--- config.mk ---
export PLATFORM = sky130hd
export DESIGN_NAME = evt_ctrl
export DESIGN_NICKNAME = d
export VERILOG_FILES = /design/src/rtl/evt_pkg.sv /design/src/rtl/evt_rst_sync.sv /design/src/rtl/evt_edge_det.sv /design/src/rtl/evt_sys_route.sv /design/src/rtl/evt_core.sv /design/src/rtl/evt_ctrl.sv
export SDC_FILE = /design/constraint.sdc
export NUM_CORES = 1
export LEC_CHECK = 0
export BUFFER_PORTS_ARGS = -buffer_cell sky130_fd_sc_hd__buf_2
export CORE_ASPECT_RATIO = 0.75
export CORE_MARGIN = 3
export CORE_UTILIZATION = 45
export DETAILED_ROUTE_END_ITERATION = 6
export PLACE_DENSITY_LB_ADDON = 0.05
export SYNTH_ARGS = -nofsm -noshare
export SYNTH_HDL_FRONTEND = slang
export SYNTH_SLANG_ARGS = --single-unit
--- constraint.sdc ---
create_clock -name clk -period 4.91 [get_ports clk]
set_input_delay 0.982 -clock clk [delete_from_list [all_inputs] [get_ports clk]]
set_output_delay 0.982 -clock clk [all_outputs]
set_load 0.01 [all_outputs]
--- src/rtl/evt_pkg.sv ---
package evt_pkg;
  localparam int NLVL   = 16;
  localparam int LW     = 4;
  localparam int LV_EMU = 0;
  localparam int LV_RST = 1;
  localparam int LV_NMI = 2;
  localparam int LV_EXC = 3;
  localparam int GP_LO  = 7;
  localparam int NGP    = 9;
  localparam int FW     = 4;

  localparam int A_LATCH = 0;
  localparam int A_MASK  = 1;
  localparam int A_PEND  = 2;
  localparam int A_GEN   = 3;
  localparam int A_SMASK = 4;
  localparam int A_STAT  = 5;
  localparam int A_ASG   = 8;

  // index of the most urgent set bit, NLVL when none is set
  function automatic logic [LW:0] low_idx(input logic [NLVL-1:0] v);
    logic [LW:0] r;
    r = (LW+1)'(NLVL);
    for (int i = NLVL-1; i >= 0; i--) begin
      if (v[i]) r = (LW+1)'(i);
    end
    return r;
  endfunction
endpackage

--- src/rtl/evt_rst_sync.sv ---
module evt_rst_sync (
  input  logic clk,
  input  logic rst_n,
  output logic rst_s_n
);
  logic s1_q;

  always_ff @(posedge clk or negedge rst_n) begin
    if (!rst_n) begin
      s1_q    <= 1'b0;
      rst_s_n <= 1'b0;
    end else begin
      s1_q    <= 1'b1;
      rst_s_n <= s1_q;
    end
  end
endmodule

--- src/rtl/evt_edge_det.sv ---
module evt_edge_det (
  input  logic clk,
  input  logic rst_n,
  input  logic d,
  output logic rise
);
  logic s1_q, s2_q;

  always_ff @(posedge clk or negedge rst_n) begin
    if (!rst_n) begin
      s1_q <= 1'b0;
      s2_q <= 1'b0;
    end else begin
      s1_q <= d;
      s2_q <= s1_q;
    end
  end

  assign rise = s1_q & ~s2_q;
endmodule

--- src/rtl/evt_sys_route.sv ---
module evt_sys_route
  import evt_pkg::*;
#(
  parameter int NSRC = 12
) (
  input  logic [NSRC-1:0]    src,
  input  logic [NSRC-1:0]    smask,
  input  logic [NSRC*FW-1:0] asg,
  output logic [NGP-1:0]     gp,
  output logic [NSRC-1:0]    status
);
  always_comb begin
    status = src & smask;
    gp     = '0;
    for (int i = 0; i < NSRC; i++) begin
      if (status[i] && (asg[i*FW +: FW] < FW'(NGP))) begin
        gp[asg[i*FW +: FW]] = 1'b1;
      end
    end
  end
endmodule

--- src/rtl/evt_core.sv ---
module evt_core
  import evt_pkg::*;
(
  input  logic            clk,
  input  logic            rst_n,
  input  logic [NLVL-1:0] lvl_raw,
  input  logic [NLVL-1:0] mask,
  input  logic [NLVL-1:0] clr_req,
  input  logic            gen,
  input  logic            ret_stb,
  output logic [NLVL-1:0] latch_q,
  output logic [NLVL-1:0] pend_q,
  output logic            vec_req,
  output logic [LW-1:0]   vec_lvl
);
  logic [NLVL-1:0] rise, en_eff, elig, acc_oh, ret_oh, latch_n, pend_n;
  logic [LW:0]     cand, cur;

  for (genvar g = 0; g < NLVL; g++) begin : g_ed
    evt_edge_det u_ed (
      .clk  (clk),
      .rst_n(rst_n),
      .d    (lvl_raw[g]),
      .rise (rise[g])
    );
  end

  always_comb begin
    for (int i = 0; i < NLVL; i++) begin
      if (i <= LV_NMI)      en_eff[i] = 1'b1;
      else if (i == LV_EXC) en_eff[i] = mask[i];
      else if (i >= GP_LO)  en_eff[i] = mask[i] & gen;
      else                  en_eff[i] = 1'b0;
    end
    elig    = latch_q & en_eff;
    cand    = low_idx(elig);
    cur     = low_idx(pend_q);
    vec_req = (cand < cur);
    vec_lvl = cand[LW-1:0];
    acc_oh  = vec_req ? (NLVL'(1) << cand[LW-1:0]) : '0;
    ret_oh  = (ret_stb && (cur < (LW+1)'(NLVL))) ? (NLVL'(1) << cur[LW-1:0]) : '0;
    latch_n = (latch_q & ~clr_req & ~acc_oh) | rise;
    pend_n  = (pend_q & ~ret_oh) | acc_oh;
  end

  always_ff @(posedge clk or negedge rst_n) begin
    if (!rst_n) begin
      latch_q <= '0;
      pend_q  <= '0;
    end else begin
      latch_q <= latch_n;
      pend_q  <= pend_n;
    end
  end
endmodule

--- src/rtl/evt_ctrl.sv ---
module evt_ctrl
  import evt_pkg::*;
#(
  parameter int NSRC = 12,
  parameter int AW   = 4,
  parameter int DW   = 32
) (
  input  logic            clk,
  input  logic            rst_n,
  input  logic            sup,
  input  logic            bus_wr,
  input  logic [AW-1:0]   bus_addr,
  input  logic [DW-1:0]   bus_wdata,
  output logic [DW-1:0]   bus_rdata,
  input  logic [NSRC-1:0] src_irq,
  input  logic            emu_evt,
  input  logic            rst_evt,
  input  logic            nmi_evt,
  input  logic            exc_evt,
  input  logic            ret_stb,
  output logic            vec_req,
  output logic [LW-1:0]   vec_lvl
);
  localparam int NAW = (NSRC*FW + DW - 1) / DW;
  localparam int FPW = DW / FW;

  logic                 rst_s_n;
  logic                 wr_ok;
  logic [NLVL-1:0]      mask_q, mask_n, clr_req, latch_w, pend_w, lvl_raw;
  logic                 gen_q, gen_n;
  logic [NSRC-1:0]      smask_q, smask_n, status;
  logic [NSRC*FW-1:0]   asg_q, asg_n;
  logic [NAW*DW-1:0]    asg_pad;
  logic [NGP-1:0]       gp;
  logic [AW-1:0]        aidx;

  evt_rst_sync u_rs (
    .clk    (clk),
    .rst_n  (rst_n),
    .rst_s_n(rst_s_n)
  );

  evt_sys_route #(.NSRC(NSRC)) u_route (
    .src   (src_irq),
    .smask (smask_q),
    .asg   (asg_q),
    .gp    (gp),
    .status(status)
  );

  assign lvl_raw = {gp, 3'b000, exc_evt, nmi_evt, rst_evt, emu_evt};
  assign wr_ok   = bus_wr & sup;
  assign clr_req = (wr_ok && bus_addr == AW'(A_LATCH)) ? (bus_wdata[NLVL-1:0] & ~mask_q) : '0;

  evt_core u_core (
    .clk    (clk),
    .rst_n  (rst_s_n),
    .lvl_raw(lvl_raw),
    .mask   (mask_q),
    .clr_req(clr_req),
    .gen    (gen_q),
    .ret_stb(ret_stb),
    .latch_q(latch_w),
    .pend_q (pend_w),
    .vec_req(vec_req),
    .vec_lvl(vec_lvl)
  );

  // next-state of the programmable registers
  always_comb begin
    mask_n  = mask_q;
    gen_n   = gen_q;
    smask_n = smask_q;
    asg_n   = asg_q;
    if (wr_ok) begin
      if (bus_addr == AW'(A_MASK))  mask_n  = bus_wdata[NLVL-1:0];
      if (bus_addr == AW'(A_GEN))   gen_n   = bus_wdata[0];
      if (bus_addr == AW'(A_SMASK)) smask_n = bus_wdata[NSRC-1:0];
      for (int i = 0; i < NSRC; i++) begin
        if (bus_addr == AW'(A_ASG + i / FPW)) begin
          asg_n[i*FW +: FW] = bus_wdata[(i % FPW)*FW +: FW];
        end
      end
    end
  end

  always_ff @(posedge clk or negedge rst_s_n) begin
    if (!rst_s_n) begin
      mask_q  <= '0;
      gen_q   <= 1'b1;
      smask_q <= '0;
      for (int i = 0; i < NSRC; i++) asg_q[i*FW +: FW] <= FW'(i % NGP);
    end else begin
      mask_q  <= mask_n;
      gen_q   <= gen_n;
      smask_q <= smask_n;
      asg_q   <= asg_n;
    end
  end

  assign asg_pad = (NAW*DW)'(asg_q);
  assign aidx    = bus_addr - AW'(A_ASG);

  always_comb begin
    bus_rdata = '0;
    case (bus_addr)
      AW'(A_LATCH): bus_rdata = DW'(latch_w);
      AW'(A_MASK):  bus_rdata = DW'(mask_q);
      AW'(A_PEND):  bus_rdata = DW'(pend_w);
      AW'(A_GEN):   bus_rdata = DW'(gen_q);
      AW'(A_SMASK): bus_rdata = DW'(smask_q);
      AW'(A_STAT):  bus_rdata = DW'(status);
      default: begin
        if (bus_addr >= AW'(A_ASG) && int'(aidx) < NAW) bus_rdata = asg_pad[int'(aidx)*DW +: DW];
      end
    endcase
  end
endmodule

## Yosys cells after proc, flatten, opt, wreduce, memory -nomap -nowiden

Cells that the tools add are included.

| operators by class | value |
|---|---|
| add/subtract/negate cells | 1 |
| order comparisons | 40 |
| equal/unequal tests | 7 |
| shifts and indexed selects | 3 |
| muxes and demuxes | 73 |
| bitwise gates (word level) | 59 |
| reductions and logical operators | 33 |

Operator list:

| cell | count |
|---|---|
| $pmux 32 s6 | 1 |
| $mux 5 | 32 |
| $mux 9 | 12 |
| $or 9x9->9 | 11 |
| $and 16x16->16 | 5 |
| $not 16->16 | 4 |
| $shiftx 64x10->32 | 1 |
| $lt 4x5->1 const B | 12 |
| $demux 1 s4 | 12 |
| $ge 4x1->1 const B | 12 |
| $lt 4x4->1 const B | 12 |
| $mux 16 | 3 |
| $mux 32 | 1 |
| $or 16x16->16 | 2 |
| $shl 1x4->16 const A | 2 |
| $logic_and 1x1->1 | 27 |
| $and 1x1->1 | 23 |
| $not 1->1 | 13 |
| $and 12x12->12 | 1 |
| $mux 1 | 12 |
| $reduce_and 2->1 | 5 |
| $eq 4x2->1 const B | 2 |
| $eq 4x3->1 const B | 2 |
| $eq 4x4->1 const B | 2 |
| other kinds (7) | 7 |

| word-level totals | value |
|---|---|
| bits in registers | 137 |
| input bits | 57 |
| output and inout port bits | 37 |

## Depth between registers and ports, before layout

| logic depth | value |
|---|---|
| word-level depth | 27 |
| gate-level depth with buffers | 12 |
| depth with buffers taken out | 12 |

## Modules after synthesis

Synthesis repeated with hierarchy kept, for this count alone.

| second synthesis, totals | value |
|---|---|
| cell total of the unflattened synthesis | 802 |
| area total of the unflattened synthesis | 8521.9 sq um |

By module, submodules not included:

| module | instances | cells each | area each (sq um) | sequential area each (sq um) |
|---|---|---|---|---|
| evt_ctrl | 1 | 306 | 4091.4 | 1946.9 |
| evt_core | 1 | 241 | 2067.0 | 800.8 |
| evt_sys_route | 1 | 204 | 1288.7 | 0.0 |
| evt_edge_det | 16 | 3 | 63.8 | 50.0 |
| evt_rst_sync | 1 | 3 | 53.8 | 50.0 |

## Worst setup path before layout

OpenSTA, ideal clock, no wires.

| timing | value |
|---|---|
| path kind | input to output |
| start point | input bus_addr[2] |
| end point | output bus_rdata[12] |
| arrival | 2.421 ns |
| required time | 3.928 ns |
| setup slack | 1.507 ns |
| stages | 5 |
| path through | clkbuf_1 > nor3b_1 > clkbuf_1 > a22oi_1 > o21ai_0 |

| between the ends | value |
|---|---|
| word-level cells in the longest chain between the ends | 5 |
| elaborated cells on any way between the ends | 13 |
| classes of those cells | add/sub: 1; order compare: 2; eq/ne: 5; shift: 1; mux: 2; reduce/logical: 2 |

RTL lines:

| item | line | text |
|---|---|---|
| start: declaration | evt_ctrl.sv:12 | `input logic [AW-1:0] bus_addr,` |
| parallel branches: the longest is 4 deep, another holds $sub 4x4->4 | - |  |
| $pmux 32 s6 (*) | evt_ctrl.sv:106 | `case (bus_addr)` |
| end: declaration | evt_ctrl.sv:14 | `output logic [DW-1:0] bus_rdata,` |

Mark *: on every way between the ends.

## Worst setup path after layout

| timing | value |
|---|---|
| start point | register mask_q[10] |
| end point | output vec_req |

| between the ends | value |
|---|---|
| word-level cells in the longest chain between the ends | 14 |

RTL lines:

| item | line | text |
|---|---|---|
| start: declaration | evt_ctrl.sv:29 | `logic [NLVL-1:0] mask_q, mask_n, clr_req, latch_w, pend_w, lvl_raw;` |
| start signal: assignment | evt_ctrl.sv:94 | `mask_q <= mask_n;` |
| $and 1x1->1 | evt_core.sv:32 | `else if (i >= GP_LO) en_eff[i] = mask[i] & gen;` |
| $and 16x16->16 | evt_core.sv:35 | `elig = latch_q & en_eff;` |
| $mux 5 (11 in series) | evt_pkg.sv:25 | `if (v[i]) r = (LW+1)'(i);` |
| $lt 5x5->1 | evt_core.sv:38 | `vec_req = (cand < cur);` |
| end: declaration | evt_ctrl.sv:21 | `output logic vec_req,` |

No other way between the ends.

==> metrics <==
clk buf depth 2; Layout Skew 0.0141 ns; Area Growth Syn to Fin 17.2%; Final Non-Filler Cells 1083; antenna diode count 0; Critical Path RT 3.93 ns; number of CTS-inserted buffers 17; initial core utilization 0.469; largest family of logic cells by synthesized area compound AO/OA/AOI/OAI gates; post-detail-place hpwl roughly 22 mm; Yosys Warn Count 0; synth unique cells 76; Syn Area/Cell between 9 and 10 um^2; Clk Latency, worst-skew pair 0.43 ns; clock slew at reported path FFs 0.07 ns; fin area 0.00899 mm^2; synth top area cells dfrtp_1 (39%), mux2_2 (8.8%), dfstp_2 (5.5%); reg-to-reg slack, setup 1.21 ns; vias in the first global route 6946; detailed-route via count approximately 7k; WL final approximately 28 mm; CTS tree done; total grt overflow 0; Row Count 40; CP Capture Type output port; htree depth 4; ys async rst share 1.00; number of synthesized register bits 137; met3 Resource Use GR 0.104; first-pass GRT wire length roughly 44 mm; switching part of the total 0.379; Post-Place Cells 1051; CP Class reg -> out; All-Layer GR Usage 0.311; simple-gate portion of the synthesized area 0.199; clock group share of total power 0.321; largest net degree at the start of global routing 54; Setup TNS Final 0 ns; Worst setup SP type flip-flop; die area 0.0187 mm^2; Fin. Hold Viols 0; reg-to-reg startpoint mask_q[10]; max cap viols 0; Synth Area in Compound Gates 0.210; PD cells 500 mW/mm^2; leakage 3.90 nW; Die Y between 100 and 150 um; Cell Area, Synth 0.00767 mm^2; register area share after synthesis 0.449; Syn Inst Count between 700 and 800; period utilisation layout 0.907; CTS resizes 0; post-route ant nets 0; gr busiest metal met1; failing checks design-rule violations; Synth top area share 0.395; Worst EP arrival 3.47 ns; Adder-Cell Fraction of Synth Area 0.00652; CP Launch Point mask_q[10]; core area 0.0164 mm^2; met1 Resource Use GR 0.485; worst vdd ir about 0.00021 V; Hold WC Path Type reg -> async; outcome finished with violations; Synth top cells by count dfrtp_1 (121), mux2_2 (60), nand2_1 (55); final worst-path setup slack 0.454 ns; Pins Over Slew Limit 0; final net count 921; Seq pwr share 0.397; Area after DPL 0.00834 mm^2; antenna violations before repair 0; M2 GR Usage 0.402; initial DRC count 947; pre-CTS setup slack 0.959 ns; max frequency around 220 MHz; count leader, synth dfrtp_1; Worst Max-Slew Pin Slew 1.12 ns; max_slew headroom 0.236; DRC 7; GP Congestion 0.984; predominant post-synthesis flop cell dfrtp_1; # clock sinks 137; P_sw 1.70 mW; Synth area leader dfrtp_1; vias per std cell 6.66; io pins 94; total setup buffers inserted after CTS 0; logic gate share of total power 0.282; RSZ-0062 raised after global routing false; layout cells sized above 1 0.270; # setup viols final 0; Clock Root Buffer clkbuf_16; Core Util, Final 0.549; IO buf count 93; Pre-antenna DRT Iters 7; P_int 2.79 mW; post-layout min period roughly 4.5 ns; mux share of post-synthesis cell area 0.0880; crit-path max FO 15; EDFF count, synth 0; Syn Nets 835; Die W around 160 um; final routed wire length divided by cell count 26.2 um; XOR/XNOR share of the synthesized area 0; hold_buf cts 0
## cell usage in the layout (no fill, tap or decap), types with 8 or more instances in the layout
master and count:
nand3_1 30, o21ai_0 45, nor4_1 11, a222oi_1 16, nand4_1 14, a31oi_1 11
clkbuf_16 17, o22ai_1 11, dfstp_2 16, a21oi_1 23, nor2_1 35, inv_1 46
a22oi_1 22, buf_2 93, buf_4 13, o221ai_1 12, dfrtp_1 120, nor3b_1 9
a21o_1 10, nor3_1 22, nand3b_1 9, a32oi_1 8, nand2b_1 18, and2_1 18
nand2_1 55, mux2_2 60
## layout make-up
class                   count  area [um^2]
repair buffers            106          563
well taps                 210          263
fillers                  1452         7380
clock buffers              19          433
flip-flops and latches    137         3450
clock inverters            13          215
multi-input cells         549         3880
inverters                  49          184
## state kept, by name, indices dropped and copies added, names as in the netlist
register / count
asg_q: 48
gen_q: 1
mask_q: 16
smask_q: 12
u_core.g_ed.u_ed.s1_q: 13
u_core.g_ed.u_ed.s2_q: 13
u_core.latch_q: 16
u_core.pend_q: 16
u_rs.rst_s_n: 1
u_rs.s1_q: 1
## final timing paths
path                                        endpoint  cells past startpoint
max                                          vec_req                      9
min                        u_core.g_ed[13].u_ed.s2_q                      0
max reg2reg                        u_core.latch_q[8]                     10
min reg2reg                u_core.g_ed[13].u_ed.s2_q                      0
max in group asynchronous                  asg_q[36]                      1
min in group clk                        u_rs.rst_s_n                      0
## power groups by stage
stage | logic (mW) | registers [mW] | clock network, mW
final | 1.27 | 1.79 | 1.44
after floorplan | 0.910 | 1.60 | 0
after CTS | 1.24 | 1.77 | 1.46
after detailed placement | 1.23 | 1.79 | 0
after global routing | 1.38 | 1.82 | 1.51
after global placement | 1.22 | 1.78 | 0
## per-stage QoR
stage	total power [mW]	hold slack (ns)
after floorplan	2.51	0.331
after global placement	3.00	0.292
after detailed placement	3.02	0.298
after CTS	4.47	0.306
after global routing	4.71	0.310
final	4.50	0.289
## worst max-delay path: stages (launching register included)
cell and delay, ns:
dfrtp_1 0.42, a22oi_1 0.38, a21oi_1 0.22, o21ai_0 0.49, inv_1 0.18, ha_1 0.34, and4_1 0.59, and2_4 0.27
nor2b_1 0.05, buf_2 0.13
## metal layers
layer  share of wire  vias up
met5               0        -
met4           0.023        0
met3            0.12       52
met2            0.39      452
met1            0.47     3576
li1                -     3130
## cell families after synthesis
kind of cell | count (synthesis)
simple gates | 269
buf+inv | 88
fa+ha+maj | 4
mux | 60
flops | 137
other cells | 1
compound gates | 215
Note: power is estimated with default switching activity, not from simulation.
